### config.mk
export PLATFORM = sky130hd
export DESIGN_NAME = evt_down_counter
export DESIGN_NICKNAME = d
export VERILOG_FILES = /design/src/rtl/evt_cnt_pkg.sv /design/src/rtl/evt_pin_sync.sv /design/src/rtl/evt_qualify.sv /design/src/rtl/evt_count_core.sv /design/src/rtl/evt_down_counter.sv
export SDC_FILE = /design/constraint.sdc
export NUM_CORES = 1
export LEC_CHECK = 0
export ABC_CLOCK_PERIOD_IN_PS = 2400
export BUFFER_PORTS_ARGS = -buffer_cell sky130_fd_sc_hd__buf_2
export CORE_ASPECT_RATIO = 1.75
export CORE_MARGIN = 2
export CORE_UTILIZATION = 35
export CTS_CLUSTER_DIAMETER = 50
export DETAILED_ROUTE_END_ITERATION = 12
export PLACE_DENSITY = 0.61
export SLEW_MARGIN = 20
export SYNTH_ARGS = -nofsm -noshare
export SYNTH_HDL_FRONTEND = slang
export SYNTH_SLANG_ARGS = --single-unit
### constraint.sdc
create_clock -name clk -period 2.4 [get_ports clk]
set_input_delay 0.36 -clock clk [delete_from_list [all_inputs] [get_ports clk]]
set_output_delay 0.36 -clock clk [all_outputs]
set_load 0.01 [all_outputs]
### src/rtl/evt_cnt_pkg.sv
package evt_cnt_pkg;
  localparam int MODE_W = 5;
  localparam logic [1:0] OP_EVENT = 2'b01;

  typedef enum logic [1:0] {
    EDGE_FALL = 2'b00,
    EDGE_RISE = 2'b01,
    EDGE_BOTH = 2'b10,
    EDGE_NONE = 2'b11
  } edge_sel_e;

  typedef struct packed {
    logic      src_nbr;
    edge_sel_e edge_sel;
    logic [1:0] op;
  } mode_t;
endpackage

### src/rtl/evt_pin_sync.sv
module evt_pin_sync #(
  parameter int STAGES = 2
) (
  input  logic clk,
  input  logic rst_n,
  input  logic pin_i,
  output logic rise_o,
  output logic fall_o
);
  logic [STAGES-1:0] sync_q, sync_d;
  logic              last_q, last_d;
  logic              sync_out;

  assign sync_out = sync_q[STAGES-1];

  always_comb begin
    sync_d = {sync_q[STAGES-2:0], pin_i};
    last_d = sync_out;
  end

  always_ff @(posedge clk or negedge rst_n) begin
    if (!rst_n) begin
      sync_q <= '0;
      last_q <= 1'b0;
    end else begin
      sync_q <= sync_d;
      last_q <= last_d;
    end
  end

  assign rise_o = sync_out & ~last_q;
  assign fall_o = ~sync_out & last_q;

  // one pin transition yields at most one detected edge per cycle
  p_single_edge_r11: assert property (@(posedge clk) disable iff (!rst_n)
    $onehot0({rise_o, fall_o}));
  // a detected rising edge cannot repeat in the following cycle
  p_edge_once_r11: assert property (@(posedge clk) disable iff (!rst_n)
    rise_o |=> !rise_o);
endmodule

### src/rtl/evt_qualify.sv
module evt_qualify
  import evt_cnt_pkg::*;
(
  input  logic  clk,
  input  logic  rst_n,
  input  mode_t mode_i,
  input  logic  run_i,
  input  logic  rise_i,
  input  logic  fall_i,
  input  logic  nbr_i,
  output logic  evt_o
);
  logic pin_hit;
  logic src_hit;

  always_comb begin
    unique case (mode_i.edge_sel)
      EDGE_FALL: pin_hit = fall_i;
      EDGE_RISE: pin_hit = rise_i;
      EDGE_BOTH: pin_hit = rise_i | fall_i;
      default:   pin_hit = 1'b0;
    endcase
    src_hit = mode_i.src_nbr ? nbr_i : pin_hit;
    evt_o   = run_i && (mode_i.op == OP_EVENT) && src_hit;
  end

  // a wrong operation field never lets an event through
  p_bad_op_idle_r10: assert property (@(posedge clk) disable iff (!rst_n)
    (mode_i.op != OP_EVENT) |-> !evt_o);
  // with the neighbour source, pin edges alone never produce an event
  p_nbr_src_r5: assert property (@(posedge clk) disable iff (!rst_n)
    (mode_i.src_nbr && !nbr_i) |-> !evt_o);
endmodule

### src/rtl/evt_count_core.sv
module evt_count_core #(
  parameter int CNT_W = 16
) (
  input  logic             clk,
  input  logic             rst_n,
  input  logic             run_i,
  input  logic             evt_i,
  input  logic             wr_i,
  input  logic [CNT_W-1:0] wdata_i,
  output logic [CNT_W-1:0] cnt_o,
  output logic             irq_o
);
  localparam logic [CNT_W-1:0] ONE = {{(CNT_W-1){1'b0}}, 1'b1};

  logic [CNT_W-1:0] cnt_q, cnt_d;
  logic [CNT_W-1:0] rld_q, rld_d;
  logic             irq_q, irq_d;
  logic             uflow;
  logic             rld_en, cnt_en;

  always_comb begin
    uflow  = evt_i && (cnt_q == '0);
    rld_en = wr_i;
    rld_d  = wdata_i;
    cnt_en = (wr_i && !run_i) || evt_i;
    cnt_d  = cnt_q;
    irq_d  = uflow;
    if (wr_i && !run_i) begin
      cnt_d = wdata_i;
    end else if (uflow) begin
      cnt_d = wr_i ? wdata_i : rld_q;
    end else if (evt_i) begin
      cnt_d = cnt_q - ONE;
    end
  end

  always_ff @(posedge clk or negedge rst_n) begin
    if (!rst_n) begin
      cnt_q <= '0;
      rld_q <= '0;
      irq_q <= 1'b0;
    end else begin
      if (cnt_en) cnt_q <= cnt_d;
      if (rld_en) rld_q <= rld_d;
      irq_q <= irq_d;
    end
  end

  assign cnt_o = cnt_q;
  assign irq_o = irq_q;

  // halted and not written, the counter holds
  p_halt_hold_r6: assert property (@(posedge clk) disable iff (!rst_n)
    (!run_i && !wr_i) |=> $stable(cnt_q));
  // a write while halted lands in the counter
  p_stopped_write_r7: assert property (@(posedge clk) disable iff (!rst_n)
    (wr_i && !run_i) |=> (cnt_q == $past(wdata_i)));
  // an event on a nonzero count lowers it by one
  p_decrement_r2: assert property (@(posedge clk) disable iff (!rst_n)
    (evt_i && (cnt_q != '0)) |=> (cnt_q == $past(cnt_q) - ONE));
  // an event at zero raises the request in the next cycle
  p_uflow_irq_r3: assert property (@(posedge clk) disable iff (!rst_n)
    (evt_i && (cnt_q == '0)) |=> irq_o);
  // a write colliding with underflow is taken by the counter
  p_collide_r9: assert property (@(posedge clk) disable iff (!rst_n)
    (evt_i && wr_i && run_i && (cnt_q == '0)) |=> (cnt_q == $past(wdata_i)));
endmodule

### src/rtl/evt_down_counter.sv
module evt_down_counter
  import evt_cnt_pkg::*;
#(
  parameter int CNT_W       = 16,
  parameter int SYNC_STAGES = 2
) (
  input  logic              clk,
  input  logic              rst_n,
  input  logic              ev_pin,
  input  logic              nbr_tick,
  input  logic              run_en,
  input  logic              wr_cnt,
  input  logic [CNT_W-1:0]  wr_data,
  input  logic              wr_mode,
  input  logic [MODE_W-1:0] mode_data,
  output logic [CNT_W-1:0]  cnt_q,
  output logic [MODE_W-1:0] mode_q,
  output logic              irq
);
  mode_t mode_r, mode_d;
  logic  pin_rise, pin_fall;
  logic  evt;

  always_comb begin
    mode_d = mode_r;
    if (wr_mode) mode_d = mode_t'(mode_data);
  end

  always_ff @(posedge clk or negedge rst_n) begin
    if (!rst_n) mode_r <= '0;
    else if (wr_mode) mode_r <= mode_d;
  end

  assign mode_q = mode_r;

  evt_pin_sync #(.STAGES(SYNC_STAGES)) u_sync (
    .clk    (clk),
    .rst_n  (rst_n),
    .pin_i  (ev_pin),
    .rise_o (pin_rise),
    .fall_o (pin_fall)
  );

  evt_qualify u_qual (
    .clk    (clk),
    .rst_n  (rst_n),
    .mode_i (mode_r),
    .run_i  (run_en),
    .rise_i (pin_rise),
    .fall_i (pin_fall),
    .nbr_i  (nbr_tick),
    .evt_o  (evt)
  );

  evt_count_core #(.CNT_W(CNT_W)) u_core (
    .clk     (clk),
    .rst_n   (rst_n),
    .run_i   (run_en),
    .evt_i   (evt),
    .wr_i    (wr_cnt),
    .wdata_i (wr_data),
    .cnt_o   (cnt_q),
    .irq_o   (irq)
  );

  // the mode readback follows a mode write
  p_mode_rb_r10: assert property (@(posedge clk) disable iff (!rst_n)
    wr_mode |=> (mode_q == $past(mode_data)));
endmodule

==> qor.yml <==
grt:
  antenna_found_initial: 0
  grt_overflow: 0
  grt_max_degree: 42
  grt_pass1_vias: 1826
  grt_use_total: 0.1697
  grt_pass1_wl_um: 9066
synthesis:
  netlist_instances: 210
  synth_area_mm2: 0.002173
  syn_avg_cell_area_um2: 10.35
  ys_warn_count: 0
  synth_xor_area_frac: 0.03224
  ys_ff_latch: 41
  synthMuxAreaShare: 0.1088
  synthSimpleGateAreaFrac: 0.1975
  synth_seq_area_share: 0.4721
  synth_cell_type_count: 41
  synth_top_family_by_area: "simple AND/OR/NAND/NOR gates"
  synthAdderAreaFrac: 0.02303
  synthesis.nets: 242
  synth_compound_area_frac: 0.1382
sta:
  setup_tns_ps: 0
  finClkSkew_ps: 8.531
  max_freq_mhz: 471.2
  worst_slew_pin_slew_ps: 896.8
  final_hold_viol_count: 0
  fin_crit_ps: 2122
  grt_setup_unrepaired: "no"
  final_max_slew_viol_count: 0
  setup_slack_ps: 277.8
  finalCritPeriodShare: 0.8842
  maxSlewHeadroom: 0.4021
  finalSetupViolations: 0
status:
  status: "finished clean"
power:
  swShare: 0.3160
  cellLeakagePower_uw: 0.001181
  combPwrFrac: 0.254
  internal-power_uw: 1358
  seqPwrFrac: 0.447
  p_clk_frac: 0.299
  power.total_uw: 1985
  power_density_mw_per_mm2: 738.7
  switchingPower_uw: 627.3
  ir_worst_vdd_mv: 0.3362
route:
  drc_errors: 0
  first_pass_iters: 8
  routedWlPerCell_um: 15.35
  routed_wl_um: 5341
  antenna_left: 0
  via_count: 1830
  via_per_inst: 5.259
  drt_iter0_markers: 80
setup_path:
  cpPeakStageDelay_ps: 540
  worstPathMaxFanout: 9
  cp_data_required_time_ps: 2590
  arrival_ps: 2310
  crit_chain: "nor4_4 > nand3_2 > or4b_1 > a21oi_1 > o22ai_1"
  cp-end-kind: "flip-flop"
  crit_path_start_kind: "flip-flop"
  cpMaxStageDelayCell: "nor4_4"
  crit_type: "reg2reg"
clocking:
  cts_resized: 0
  numCtsBuffers: 5
  cts_tree: "done"
  cts-hold-fix-buffers: 0
  cts_sinks: 41
  clockBufferDepth: 2
  h-tree-depth: 2
  root_buffer: "clkbuf_8"
  insertion_delay_ps: 300
  clk_transition_reported_paths_ps: 90
  cts_setup_buffers: 0
layout:
  nNetsFinal: 299
  drive_gt1_frac: 0.3657
  syn2layout_area_growth_pct: 23.66
  final_common_cell: "buf_2"
  final_cell_mix: "buf_2, dfrtp_1, mux2_2, nor2_1, nand2_1"
  diodes: 0
floorplan:
  num_io_pins: 50
  die_x_um: 63.57
  chipHeight_um: 108.2
  rows: 38
  start_util: 0.3571
  core_mm2: 0.006086
  die_area_mm2: 0.006880
placed_design:
  io_buffers: 49
  dp_hpwl_um: 3989
  routabilityCongestion: 0.8696
  pre_cts_slack_ps: 295.0
hold_path:
  hold_path.class: "in2reg"
flow_run:
  maxCapViolCount: 0
[cells by family (layout without fill, tap and decap cells)]
group | Yosys count | count (layout)
adder cells (fa/ha/maj) | 4 | 4
buffers and inverters | 15 | 73
flip-flops | 41 | 41
AO/OA/AOI/OAI | 42 | 42
XOR/XNOR | 8 | 8
multiplexers | 21 | 21
AND/OR/NAND/NOR | 79 | 79
[Yosys cell counts]
master	instances	area [µm²]
a211o_1	3	26.28
a211oi_1	4	30.03
a21oi_1	7	35.03
a221o_1	4	40.04
a221o_2	1	11.26
a2bb2oi_1	1	8.760
and2_2	1	7.510
and3_1	2	12.51
and3b_1	1	8.760
buf_2	4	20.02
clkbuf_1	7	26.28
dfrtp_1	41	1026
ha_1	4	50.05
inv_1	4	15.01
mux2_2	21	236.5
nand2_1	16	60.06
nand2b_1	3	18.77
nand3_1	13	65.06
nand3_2	1	10.01
nand4_1	3	18.77
nand4b_1	1	8.760
nor2_1	21	78.83
nor2b_1	3	18.77
nor3_1	2	10.01
nor3b_1	1	7.510
nor4_1	3	18.77
nor4_4	2	42.54
o211ai_1	6	45.04
o21ai_0	6	30.03
o21bai_1	1	7.510
o221ai_1	1	8.760
o22ai_1	4	25.02
o31a_1	1	8.760
o31ai_1	2	15.01
o41ai_1	1	8.760
or2_2	1	6.260
or3_1	3	18.77
or3_2	1	7.510
or4b_1	1	10.01
xnor2_1	3	26.28
xor2_1	5	43.79
[area by class of cell]
cell class | instances | area, µm²
tap | 80 | 100.1
multi-input combinational | 154 | 1091
inverter | 4 | 15.01
fill | 628 | 3398
timing repair buffer | 61 | 335.3
clock buffer | 6 | 82.58
clock inverter | 2 | 37.54
sequential | 41 | 1026
[power by group through the flow]
stage	registers [µW]	logic, µW	clock network [µW]
floorplan	913	287	0
global placement	902	504	0
detailed placement	905	507	0
CTS	891	509	610
global route	906	568	634
finish	888	504	593
[final timing paths]
path,from,to,slack [ps],cells after the start
min in group asynchronous,rst_n,mode_q[3],180,1
hold / removal,ev_pin,u_sync.sync_q[0],150,1
setup reg to reg,u_core.cnt_o[5],u_core.cnt_o[15],280,5
max in group asynchronous,rst_n,u_core.cnt_o[15],1660,1
hold reg to reg,u_sync.sync_q[0],u_sync.sync_q[1],380,0
setup / recovery,u_core.cnt_o[5],u_core.cnt_o[15],280,5
[state kept, by name, summed over array words and instances (netlist names)]
name           cells
mode_q             5
u_core.cnt_o      16
u_core.irq_o       1
u_core.rld_q      16
u_sync.last_q      1
u_sync.sync_q      2
[critical path, delay by kind of cell (launching register included)]
kind | cells | cell delay (ps)
compound gates | 2 | 270
flops | 1 | 480
simple gates | 3 | 1270
[per-layer routing]
layer	vias to the layer above	wire length (µm)	GRT usage
li1	882	-	-
met1	899	2097	0.1947
met2	44	2891	0.3045
met3	5	253	0.03850
met4	0	98	0.06211
met5	-	0	0
[stage by stage]
stage	cells	hold WS (ps)	utilization	cell area (µm²)
floorplan	210	64.41	-	2173
global placement	340	355.1	0.4219	2567
detailed placement	340	359.5	0.4219	2567
CTS	348	145.9	0.4416	2688
global route	348	148.6	0.4416	2688
finish	348	154.4	0.4416	2688
No activity file was read; power rests on OpenSTA's default activity.
